**src/rtl/ctl_seq_pkg.sv**
```systemverilog
package ctl_seq_pkg;

  localparam int ALU_W = 3;
  localparam int CLS_W = 2;
  localparam int N_OPS = 8;

  typedef enum logic [2:0] {
    ST_IDLE  = 3'd0,
    ST_FETCH = 3'd1,
    ST_ADLO  = 3'd2,
    ST_ADHI  = 3'd3,
    ST_EXEC  = 3'd4
  } state_t;

  typedef enum logic [CLS_W-1:0] {
    CL_STORE  = 2'd0,
    CL_LDREG  = 2'd1,
    CL_LDACC  = 2'd2,
    CL_BRANCH = 2'd3
  } cls_t;

  typedef enum logic [ALU_W-1:0] {
    ALU_ADD = 3'd0,
    ALU_SUB = 3'd1,
    ALU_SHL = 3'd2,
    ALU_SHR = 3'd3
  } alu_t;

  typedef struct packed {
    logic is_alu;
    logic is_multi;
    alu_t alu;
    cls_t cls;
  } dec_t;

  typedef struct packed {
    logic pc_sel_b;
    logic pc_inc;
    logic pc_clear;
    logic pc_lat_lo;
    logic pc_lat_hi;
    logic bus_to_pc;
    logic areg_en;
    logic acc_en;
    alu_t alu_op;
    logic alu_strobe;
    cls_t fb_set;
    logic fb_latch;
    logic bus_to_areg;
    logic bus_to_acc;
    logic mem_write;
    logic acc_to_bus;
    logic pc_load_b;
  } ctl_t;

endpackage

```
**src/rtl/ctl_seq_dec.sv**
```systemverilog
module ctl_seq_dec
  import ctl_seq_pkg::*;
#(
  parameter int NIB_W = 4,
  parameter logic [N_OPS*NIB_W-1:0] OPMAP = {4'hB, 4'hA, 4'h9, 4'h8, 4'h4, 4'h3, 4'h2, 4'h1}
) (
  input  logic [NIB_W-1:0] nib,
  output dec_t             dec
);

  logic [N_OPS-1:0] hit;

  genvar gi;
  generate
    for (gi = 0; gi < N_OPS; gi++) begin : g_match
      assign hit[gi] = (nib == OPMAP[gi*NIB_W +: NIB_W]);
    end
  endgenerate

  always_comb begin
    dec = '0;
    if (hit[0]) begin
      dec.is_alu = 1'b1; dec.alu = ALU_ADD;
    end else if (hit[1]) begin
      dec.is_alu = 1'b1; dec.alu = ALU_SUB;
    end else if (hit[2]) begin
      dec.is_alu = 1'b1; dec.alu = ALU_SHL;
    end else if (hit[3]) begin
      dec.is_alu = 1'b1; dec.alu = ALU_SHR;
    end else if (hit[4]) begin
      dec.is_multi = 1'b1; dec.cls = CL_LDREG;
    end else if (hit[5]) begin
      dec.is_multi = 1'b1; dec.cls = CL_LDACC;
    end else if (hit[6]) begin
      dec.is_multi = 1'b1; dec.cls = CL_STORE;
    end else if (hit[7]) begin
      dec.is_multi = 1'b1; dec.cls = CL_BRANCH;
    end
  end

endmodule

```
**src/rtl/ctl_seq_fsm.sv**
```systemverilog
module ctl_seq_fsm
  import ctl_seq_pkg::*;
(
  input  logic   clk,
  input  logic   restart,
  input  logic   irq,
  input  logic   mem_ready,
  input  logic   op_multi,
  input  cls_t   fb_cls,
  output state_t state
);

  state_t nxt;

  always_comb begin
    nxt = state;
    case (state)
      ST_IDLE:  if (irq) nxt = ST_FETCH;
      ST_FETCH: if (mem_ready && op_multi) nxt = ST_ADLO;
      ST_ADLO:  if (mem_ready) nxt = ST_ADHI;
      ST_ADHI:  if (mem_ready) nxt = ST_EXEC;
      ST_EXEC:  if (fb_cls == CL_BRANCH || mem_ready) nxt = ST_FETCH;
      default:  nxt = ST_IDLE;
    endcase
  end

  always_ff @(posedge clk or posedge restart) begin
    if (restart) state <= ST_IDLE;
    else         state <= nxt;
  end

endmodule

```
**src/rtl/ctl_seq_out.sv**
```systemverilog
module ctl_seq_out
  import ctl_seq_pkg::*;
(
  input  state_t state,
  input  logic   mem_ready,
  input  dec_t   dec,
  input  cls_t   fb_cls,
  output ctl_t   o
);

  always_comb begin
    o = '0;
    case (state)
      ST_IDLE: o.pc_clear = 1'b1;
      ST_FETCH: begin
        if (mem_ready) begin
          o.pc_inc = 1'b1;
          if (dec.is_alu) begin
            o.acc_en     = 1'b1;
            o.alu_strobe = 1'b1;
            o.alu_op     = dec.alu;
          end else if (dec.is_multi) begin
            o.fb_set   = dec.cls;
            o.fb_latch = 1'b1;
          end
        end
      end
      ST_ADLO: begin
        if (mem_ready) begin
          o.pc_lat_lo = 1'b1;
          o.bus_to_pc = 1'b1;
          o.pc_inc    = 1'b1;
        end
      end
      ST_ADHI: begin
        if (mem_ready) begin
          o.pc_lat_hi = 1'b1;
          o.bus_to_pc = 1'b1;
          o.pc_inc    = 1'b1;
        end
      end
      ST_EXEC: begin
        case (fb_cls)
          CL_BRANCH: o.pc_load_b = 1'b1;
          CL_STORE: begin
            o.pc_sel_b   = 1'b1;
            o.mem_write  = 1'b1;
            o.acc_to_bus = 1'b1;
          end
          CL_LDREG: begin
            o.pc_sel_b = 1'b1;
            if (mem_ready) begin
              o.bus_to_areg = 1'b1;
              o.areg_en     = 1'b1;
            end
          end
          CL_LDACC: begin
            o.pc_sel_b = 1'b1;
            if (mem_ready) begin
              o.bus_to_acc = 1'b1;
              o.acc_en     = 1'b1;
            end
          end
          default: ;
        endcase
      end
      default: ;
    endcase
  end

endmodule

```
**src/rtl/ctl_seq.sv**
```systemverilog
module ctl_seq
  import ctl_seq_pkg::*;
#(
  parameter int NIB_W = 4,
  parameter logic [N_OPS*NIB_W-1:0] OPMAP = {4'hB, 4'hA, 4'h9, 4'h8, 4'h4, 4'h3, 4'h2, 4'h1}
) (
  input  logic             clk,
  input  logic             restart,
  input  logic             irq,
  input  logic             mem_ready,
  input  logic [NIB_W-1:0] data_nib,
  input  logic [CLS_W-1:0] fb_in,
  output logic             pc_sel_b,
  output logic             pc_inc,
  output logic             pc_clear,
  output logic             pc_lat_lo,
  output logic             pc_lat_hi,
  output logic             bus_to_pc,
  output logic             areg_en,
  output logic             acc_en,
  output logic [ALU_W-1:0] alu_op,
  output logic             alu_strobe,
  output logic [CLS_W-1:0] fb_set,
  output logic             fb_latch,
  output logic             bus_to_areg,
  output logic             bus_to_acc,
  output logic             mem_write,
  output logic             acc_to_bus,
  output logic             pc_load_b
);

  dec_t   dec;
  state_t state;
  ctl_t   o;
  cls_t   fb_cls;

  assign fb_cls = cls_t'(fb_in);

  ctl_seq_dec #(.NIB_W(NIB_W), .OPMAP(OPMAP)) u_dec (
    .nib (data_nib),
    .dec (dec)
  );

  ctl_seq_fsm u_fsm (
    .clk       (clk),
    .restart   (restart),
    .irq       (irq),
    .mem_ready (mem_ready),
    .op_multi  (dec.is_multi),
    .fb_cls    (fb_cls),
    .state     (state)
  );

  ctl_seq_out u_out (
    .state     (state),
    .mem_ready (mem_ready),
    .dec       (dec),
    .fb_cls    (fb_cls),
    .o         (o)
  );

  assign pc_sel_b    = o.pc_sel_b;
  assign pc_inc      = o.pc_inc;
  assign pc_clear    = o.pc_clear;
  assign pc_lat_lo   = o.pc_lat_lo;
  assign pc_lat_hi   = o.pc_lat_hi;
  assign bus_to_pc   = o.bus_to_pc;
  assign areg_en     = o.areg_en;
  assign acc_en      = o.acc_en;
  assign alu_op      = o.alu_op;
  assign alu_strobe  = o.alu_strobe;
  assign fb_set      = o.fb_set;
  assign fb_latch    = o.fb_latch;
  assign bus_to_areg = o.bus_to_areg;
  assign bus_to_acc  = o.bus_to_acc;
  assign mem_write   = o.mem_write;
  assign acc_to_bus  = o.acc_to_bus;
  assign pc_load_b   = o.pc_load_b;

endmodule

```
**config.mk**
```make
export PLATFORM = sky130hd
export DESIGN_NAME = ctl_seq
export DESIGN_NICKNAME = d
export VERILOG_FILES = /design/src/rtl/ctl_seq_pkg.sv /design/src/rtl/ctl_seq_dec.sv /design/src/rtl/ctl_seq_fsm.sv /design/src/rtl/ctl_seq_out.sv /design/src/rtl/ctl_seq.sv
export SDC_FILE = /design/constraint.sdc
export NUM_CORES = 1
export LEC_CHECK = 0
export ABC_AREA = 1
export CAP_MARGIN = 20
export CORE_MARGIN = 8
export CORE_UTILIZATION = 35
export DETAILED_ROUTE_END_ITERATION = 10
export MAX_ROUTING_LAYER = met4
export PLACE_DENSITY = 0.75
export RECOVER_POWER = 50
export SKIP_LAST_GASP = 1
export SYNTH_ARGS = -nofsm -noshare
export SYNTH_HDL_FRONTEND = slang
export SYNTH_HIERARCHICAL = 1
export SYNTH_SLANG_ARGS = --single-unit
```
**constraint.sdc**
```tcl
create_clock -name clk -period 1.3 [get_ports clk]
set_clock_uncertainty 0.15 [all_clocks]
set_input_delay 0.26 -clock clk [delete_from_list [all_inputs] [get_ports clk]]
set_output_delay 0.26 -clock clk [all_outputs]
set_load 0.02 [all_outputs]
```
* Word level (Yosys, flattened, before mapping) *
Index checks and enable logic that the tools add are counted.

word-level totals
  flip-flop bits (word level) = 3
  input port bits = 10
  output and inout port bits = 20
  word-level logic and storage cells = 79

cells by class
  equal/unequal tests = 20
  muxes and demuxes = 51
  reductions and logical operators = 7

operators by type and width
  kind                                                   number
  two-way mux 3 bit                                      10
  two-way mux 1 bit                                      23
  two-way mux 2 bit                                      11
  equality test 4 bit, second input constant             4
  one-hot mux 3 bit (5 select lines)                     1
  two-way mux 5 bit                                      2
  equality test 4 x 2 -> 1 bit, second input constant    2
  two-way mux 8 bit                                      1
  two-way mux 7 bit                                      1
  equality test 3 x 2 -> 1 bit, second input constant    2
  inequality test 2 bit, second input constant           3
  OR reduction 3 bit                                     2
  AND reduction 5 bit                                    1
  equality test 2 bit, second input constant             2
  equality test 4 x 1 -> 1 bit, second input constant    1
  equality test 4 x 3 -> 1 bit, second input constant    1
  inequality test 2 x 1 -> 1 bit, second input constant  2
  one-hot mux 1 bit (2 select lines)                     2
  equality test 3 x 1 -> 1 bit, second input constant    1
  equality test 3 bit, second input constant             1
  logical NOT 3 bit                                      1
  equality test 2 x 1 -> 1 bit, second input constant    1
  logical NOT 2 bit                                      1
  logical AND 1 bit                                      1
  logical OR 1 bit                                       1

* Longest topological paths before layout *
Gate-level depths: netlist (run 1).

  depth in word-level cells = 13
  mapped depth = 9
  depth with buffers taken out = 9

* By module *
The synthesis (run 1) kept the hierarchy.

by module, submodules not included
  module       times used  cells an instance  area an instance (um2)  seq. area each (um2)
  ctl_seq_out  1           47                 251.5                   0.0
  ctl_seq_fsm  1           36                 232.7                   75.1
  ctl_seq_dec  1           25                 101.3                   0.0

* Worst setup path before layout (run 1) *
Ideal clock, no wire load.

  kind = reg2out
  from = register u_fsm.state[0]
  to = output areg_en
  arrival time = 1269 ps
  required time = 890 ps
  setup slack = -379 ps
  stages on the path, launching flop included = 5
  buffers on the path = 1
  cell sequence = dfrtp_1 nor2_2 nand2_2 nor2_1 buf_4

between the ends
  cells in the longest elaborated chain, start to end = 2

ends and longest elaborated chain
  element                 RTL line           source
  from (decl)             ctl_seq_fsm.sv:10  output state_t state
  from (signal assigned)  ctl_seq_fsm.sv:29  else state <= nxt;
  equality test 3 bit     ctl_seq_out.sv:13  case (state)
  two-way mux 1 bit       ctl_seq_out.sv:13
  to (decl)               ctl_seq.sv:19      output logic areg_en,

Every way passes these cells.

* Worst setup path after layout (run 1) *
  from = register u_fsm.state[1]
  to = output acc_to_bus

between the ends
  cells in the longest elaborated chain, start to end = 2

ends and longest elaborated chain
  element              RTL line           source
  equality test 3 bit  ctl_seq_out.sv:13
  two-way mux 5 bit    ctl_seq_out.sv:13
  to (decl)            ctl_seq.sv:28      output logic acc_to_bus,

Every way passes these cells.

==> run_results.csv, run 1 <==
group,metric,value,unit
yosys,ys_seq_area_frac,0.128,
hold_path,hp-class,"in2async",
setup_path,slowest_delay,450,ps
outcome,violations,"negative setup slack",
setup_path,crit_buf_inv,1,
grt,grt_pass1_vias,794,
cells_and_area,fin_area,0.00117,mm^2
place,dpl-instance-area,0.00101,mm^2
cts,path_clk_slew,40,ps
timing,hold_viol,0,
timing,fin_hold_ws,196,ps
die,row_count,14,
yosys,synth_top_family_by_area,"simple AND/OR/NAND/NOR gates",
pwr,power,2010,uW
cells_and_area,largest_register_ffs,3,
yosys,synth_mux_area_frac,0,
flow_run,maxCapViolations,0,
yosys,synth_warnings,6,
timing,rsz0062_at_grt,"true",
grt,grt_max_degree,9,
setup_path,regToRegEndpoint,"u_fsm/state[1]",
cells_and_area,diodes,0,
cells_and_area,syn_to_final_growth,100,%
cells_and_area,regMostFlops,"u_fsm/state",
yosys,synth_top_area_cell,"nand2_1",
die,top_level_ports,30,
timing,layout_setup_ws,-373,ps
pwr,power_frac_clock,0.084,
setup_path,cp_slowest_cell,"dfrtp_2",
timing,setup_viol_count_final,22,
yosys,syn_area,586,um^2
setup_path,crit_chain,"nor2_4, nand2_4, nor3_4, buf_6",
timing,fmaxAchievable,598,MHz
pwr,power.leakage,0.000594,uW
timing,period_share,1.29,
cts,clk_latency,240,ps
setup_path,path_max_fanout,4,
timing,drv_slew,0,
die,core,0.00154,mm^2
timing,fin_crit,1670,ps
yosys,syn_avg_cell_area,5.42,um^2
pwr,p_int,950,uW
cts,cts_hold_buf,0,
route,via_count,807,
die,die_height,56.9,um
pwr,vdd_ir_drop_max,1100,uV
pwr,sequentialPowerShare,0.116,
pwr,p_comb_frac,0.800,
outcome,status,"complete, but fails checks",
setup_path,reg2reg_from,"u_fsm/state[1]",
grt,overflow,0,
setup_path,crit_type,"reg2out",
route,drt_first_iter_violations,18,
setup_path,worstPathRequired,890,ps
yosys,synth-seq-cells,3,
route,drtPass1Iterations,4,
cts,cts.htree.levels,1,
yosys,synth-adder-area-share,0,
yosys,synth_cell_types,19,
route,drc,0,
yosys,synthCells,108,
setup_path,path_delay_family,"flip-flops",
route,drtAntennaViolNets,0,
route,wl,2050,um
die,chipWidth,56.9,um
setup_path,end_kind,"output pin",
place,dp_cells,161,
cells_and_area,nFillCells,122,
setup_path,arrival,1260,ps
route,avgViaCountPerCell,4.78,
yosys,synth_xor_area_frac,0,
route,avgRoutedWirePerCell,12.1,um
cells_and_area,instances_no_fill,169,
place,globalplace.congestion,0.835,
grt,grt_usage,0.125,
yosys,synth_area_leaders,"nand2_1, dfrtp_1, nor2_1",
yosys,yosysTopAreaCellShare,0.167,
yosys,synthesis.nets,118,
setup_path,startpoint_type,"flip-flop",
die,dieArea,0.00324,mm^2
setup_path,rr_worst_depth,8,
cells_and_area,ff_latch_area,77.6,um^2
yosys,synth_compound_area_frac,0.0513,
setup_path,rrSetupSlack,-210,ps
pwr,p_sw_frac,0.527,
grt,grt_pass1_wl,3280,um
place,io_buffer_count,28,
place,pre_cts_ws,-1150,ps
cells_and_area,reg_top3,"u_fsm/state: 3 flops",
cts,numCtsBuffers,3,
grt,antenna_found_initial,0,
place,hpwl,1460,um
cells_and_area,final_nets,164,
cells_and_area,drive_gt1_frac,0.634,
cts,cts_tree,"built",
cts,cts_buffer_depth,2,
cts,root_buffer,"clkbuf_4",
cts,cts_sinks,3,
pwr,p_sw,1060,uW
die,initial_utilization,0.380,
yosys,synthSimpleGateAreaFrac,0.622,
pwr,p_per_area,1710,mW/mm^2
cells_and_area,multi_input_area,558,um^2
==> cell type report <==
class / count / area share
Multi-Input combinational cell: 80 / 0.476
Timing Repair Buffer: 46 / 0.346
Inverter: 20 / 0.0726
Sequential cell: 3 / 0.0662
Clock buffer: 4 / 0.0224
Tap cell: 16 / 0.0171
==> power groups by stage <==
stage / logic [uW] / registers [uW] / clock network (uW)
final: 1610 / 234 / 169
after global routing: 1750 / 239 / 182
after CTS: 1430 / 208 / 170
after detailed placement: 1300 / 207 / 0
after global placement: 1270 / 208 / 0
after floorplan: 768 / 244 / 0
==> worst max path at each step <==
stage,start,to,slack (ps),cells past startpoint
after floorplan,u_fsm/state[0],areg_en,-240,4
after global placement,data_nib[2],fb_set[1],-1100,8
after detailed placement,data_nib[2],fb_set[1],-1150,8
after CTS,u_fsm/state[0],mem_write,-350,4
after global routing,u_fsm/state[2],pc_inc,-420,5
final,u_fsm/state[1],acc_to_bus,-370,4
==> repair_timing <==
item / 4_1_cts / 5_1_grt
endpoints found under the hold margin: 0 / 0
buffers inserted: 2 / 1
setup endpoints to repair: 22 / 22
gates resized for setup: 137 / 26
pin swaps: 8 / 13
gates cloned: 1 / 0
==> cell usage after synthesis (all sizes together) <==
master / number
nand2: 30
nor2: 25
inv: 20
nand3: 12
buf: 5
nor3: 5
a21oi: 3
dfrtp: 3
nand4: 2
conb: 1
nor3b: 1
o21bai: 1
==> stage by stage <==
| step | setup TNS (ps) | util |
|---|---|---|
| 6_report | -6630 | 0.761 |
| 4_1_cts | -5880 | 0.711 |
| 5_1_grt | -7780 | 0.761 |
| 3_3_place_gp | -18290 | 0.656 |
| 3_5_place_dp | -18590 | 0.656 |
| 2_1_floorplan | -1540 | - |
==> placed cells by master, fill, tap and decap left out, drive strengths merged <==
| cell | instances |
|---|---|
| a21oi | 3 |
| dlygate4sd2 | 3 |
| nor2 | 25 |
| clkbuf | 4 |
| dlygate4sd3 | 1 |
| clkdlybuf4s50 | 1 |
| nand4 | 2 |
| nand3 | 12 |
| inv | 20 |
| conb | 1 |
| buf | 41 |
| nor3 | 5 |
| nor3b | 1 |
| o21bai | 1 |
| nand2 | 30 |
| dfrtp | 3 |
==> cell families (layout without fill, tap and decap cells) <==
family / after synthesis / count (layout)
AND/OR/NAND/NOR: 75 / 75
buffers and inverters: 25 / 70
AO/OA/AOI/OAI: 4 / 4
flip-flops: 3 / 3
other: 1 / 1
==> worst reg2reg max path: stages, from the launching register on <==
cell	delay, ps
dfrtp_2	450
buf_4	160
buf_6	120
nor2_4	160
nand2_2	60
nand2_2	90
nand2_4	70
nand3_1	70
nand2_1	60
==> per-layer routing <==
layer / share of wire / global-route usage
met1: 0.38 / 0.111
met3: 0.079 / 0.0404
met2: 0.52 / 0.229
met4: 0.018 / 0.0604
met5: 0 / -
Power figures use the tool's default switching activity.
==> run 2: changes to the inputs <==
==> constraint.sdc (replaced) <==
create_clock -name clk -period 1.3 [get_ports clk]
set_clock_uncertainty 0.15 [all_clocks]
set_input_delay 0.26 -clock clk [delete_from_list [all_inputs] [get_ports clk]]
set_output_delay 0.26 -clock clk [all_outputs]
set_load 0.005 [all_outputs]
==> run 2 against run 1 <==
Net effect:
- cell area grew 1.3%
- clock power up 7%
- critical endpoint is now fb_latch
- die area did not move
- highest routed layer unchanged
- critical path depth rose by 1
- the flow still finishes with violations (negative setup slack)
==> run_results.csv, run 2 (same netlist as run 1, synthesis figures left out) <==
group,metric,value,unit
outcome,status,"complete, but fails checks",
outcome,violations,"negative setup slack",
setup_path,regToRegEndpoint,"u_fsm/state[2]",
flow_run,maxCapViolations,0,
cts,cts.htree.levels,1,
die,row_count,14,
setup_path,arrival,1290,ps
timing,fin_hold_ws,217,ps
timing,setup_viol_count_final,22,
setup_path,cp_slowest_cell,"dfrtp_2",
grt,grt_pass1_vias,912,
cts,cts_buffer_depth,2,
hold_path,hp-class,"in2async",
setup_path,rr_worst_depth,8,
timing,rsz0062_at_grt,"true",
die,core,0.00154,mm^2
cells_and_area,regMostFlops,"u_fsm/state",
grt,antenna_found_initial,0,
grt,grt_max_degree,9,
die,chipWidth,56.9,um
timing,fmaxAchievable,588,MHz
grt,grt_usage,0.156,
die,initial_utilization,0.380,
cells_and_area,fin_area,0.00119,mm^2
route,drtPass1Iterations,4,
route,drt_first_iter_violations,39,
place,io_buffer_count,28,
cells_and_area,final_common_cell,"buf_4",
setup_path,end_kind,"output pin",
timing,layout_setup_ws,-401,ps
cts,cts_sinks,3,
grt,overflow,0,
cts,root_buffer,"clkbuf_4",
setup_path,path_max_fanout,6,
cells_and_area,drive_gt1_frac,0.632,
route,drtAntennaViolNets,0,
setup_path,worstPathRequired,890,ps
pwr,vdd_ir_drop_max,964,uV
setup_path,path_delay_family,"flip-flops",
setup_path,startpoint_type,"flip-flop",
grt,grt_pass1_wl,4130,um
setup_path,crit_start,"u_fsm/state[1]",
cells_and_area,reg_top3,"u_fsm/state: 3 flops",
timing,fin_crit,1700,ps
cells_and_area,instances_no_fill,187,
cts,cts_hold_buf,0,
setup_path,crit_chain,"inv_2, buf_6, nand3_4, nor2_1, buf_2",
pwr,power.leakage,0.000675,uW
cts,cts_tree,"built",
cells_and_area,final_nets,182,
cts,numCtsBuffers,3,
setup_path,rrSetupSlack,-290,ps
place,globalplace.congestion,0.853,
die,dieArea,0.00324,mm^2
place,dpl-instance-area,992,um^2
timing,hold_viol,0,
setup_path,crit_buf_inv,3,
route,avgRoutedWirePerCell,15.8,um
pwr,p_per_area,1830,mW/mm^2
cells_and_area,final_cell_mix,"buf_4, nand2_1, buf_2",
route,avgViaCountPerCell,5.22,
cts,clk_latency,240,ps
route,via_count,976,
timing,period_share,1.31,
timing,drv_slew,0,
route,wl,2950,um
cells_and_area,diodes,0,
setup_path,slowest_delay,430,ps
cells_and_area,syn_to_final_growth,103,%
place,pre_cts_ws,-1010,ps
setup_path,crit_type,"reg2out",
cts,path_clk_slew,50,ps
die,top_level_ports,30,
die,die_height,56.9,um
setup_path,reg2reg_from,"u_fsm/state[1]",
route,drc,0,
place,dp_cells,166,
pwr,power,2180,uW
place,hpwl,1540,um
cells_and_area,largest_register_ffs,3,
-- run 2: worst reg2reg max path: stages, from the launching register on --
cell and delay, ps:
dfrtp_2 430, buf_4 160, buf_4 160, nor2_4 160
nand2_2 70, nand2_2 100, buf_4 120, nand3_1 90
nand2_1 90
-- run 2: cell type report --
cell class                 count  area, um^2
inverter                      20        85.1
tap                           16        20.0
multi-input combinational     80         504
fill                         123         354
clock buffer                   4        26.3
sequential                     3        78.8
timing repair buffer          64         473
-- run 2: what timing repair did --
action,CTS,global route
buffers inserted,15,2
setup endpoints to repair,22,22
resized for setup,120,16
pin swaps,13,6
-- run 2: worst max path at each step --
stage / endpoint / slack, ps / cells after the start
finish: fb_latch / -400 / 5
detailed placement: alu_op[1] / -1010 / 8
floorplan: mem_write / -90 / 4
global route: fb_latch / -450 / 5
global placement: alu_op[0] / -980 / 8
CTS: acc_to_bus / -370 / 5
-- run 2: report_power, final --
group,internal [uW],leakage [uW],switching [uW]
sequential,149,0.0000343,67.8
clock,116,0.0000150,64.3
combinational,817,0.000626,962
total,1080,0.000675,1090
-- run 2: stage by stage --
| step | util | TNS, ps |
|---|---|---|
| floorplan | - | -173 |
| global placement | 0.644 | -16200 |
| detailed placement | 0.644 | -16820 |
| CTS | 0.724 | -6370 |
| global route | 0.770 | -8640 |
| finish | 0.770 | -7490 |
-- run 2: metal layers --
metal / GRT usage / share of wire
met5: - / 0
met4: 0.0503 / 0.049
met3: 0.0494 / 0.087
met2: 0.288 / 0.52
met1: 0.148 / 0.35
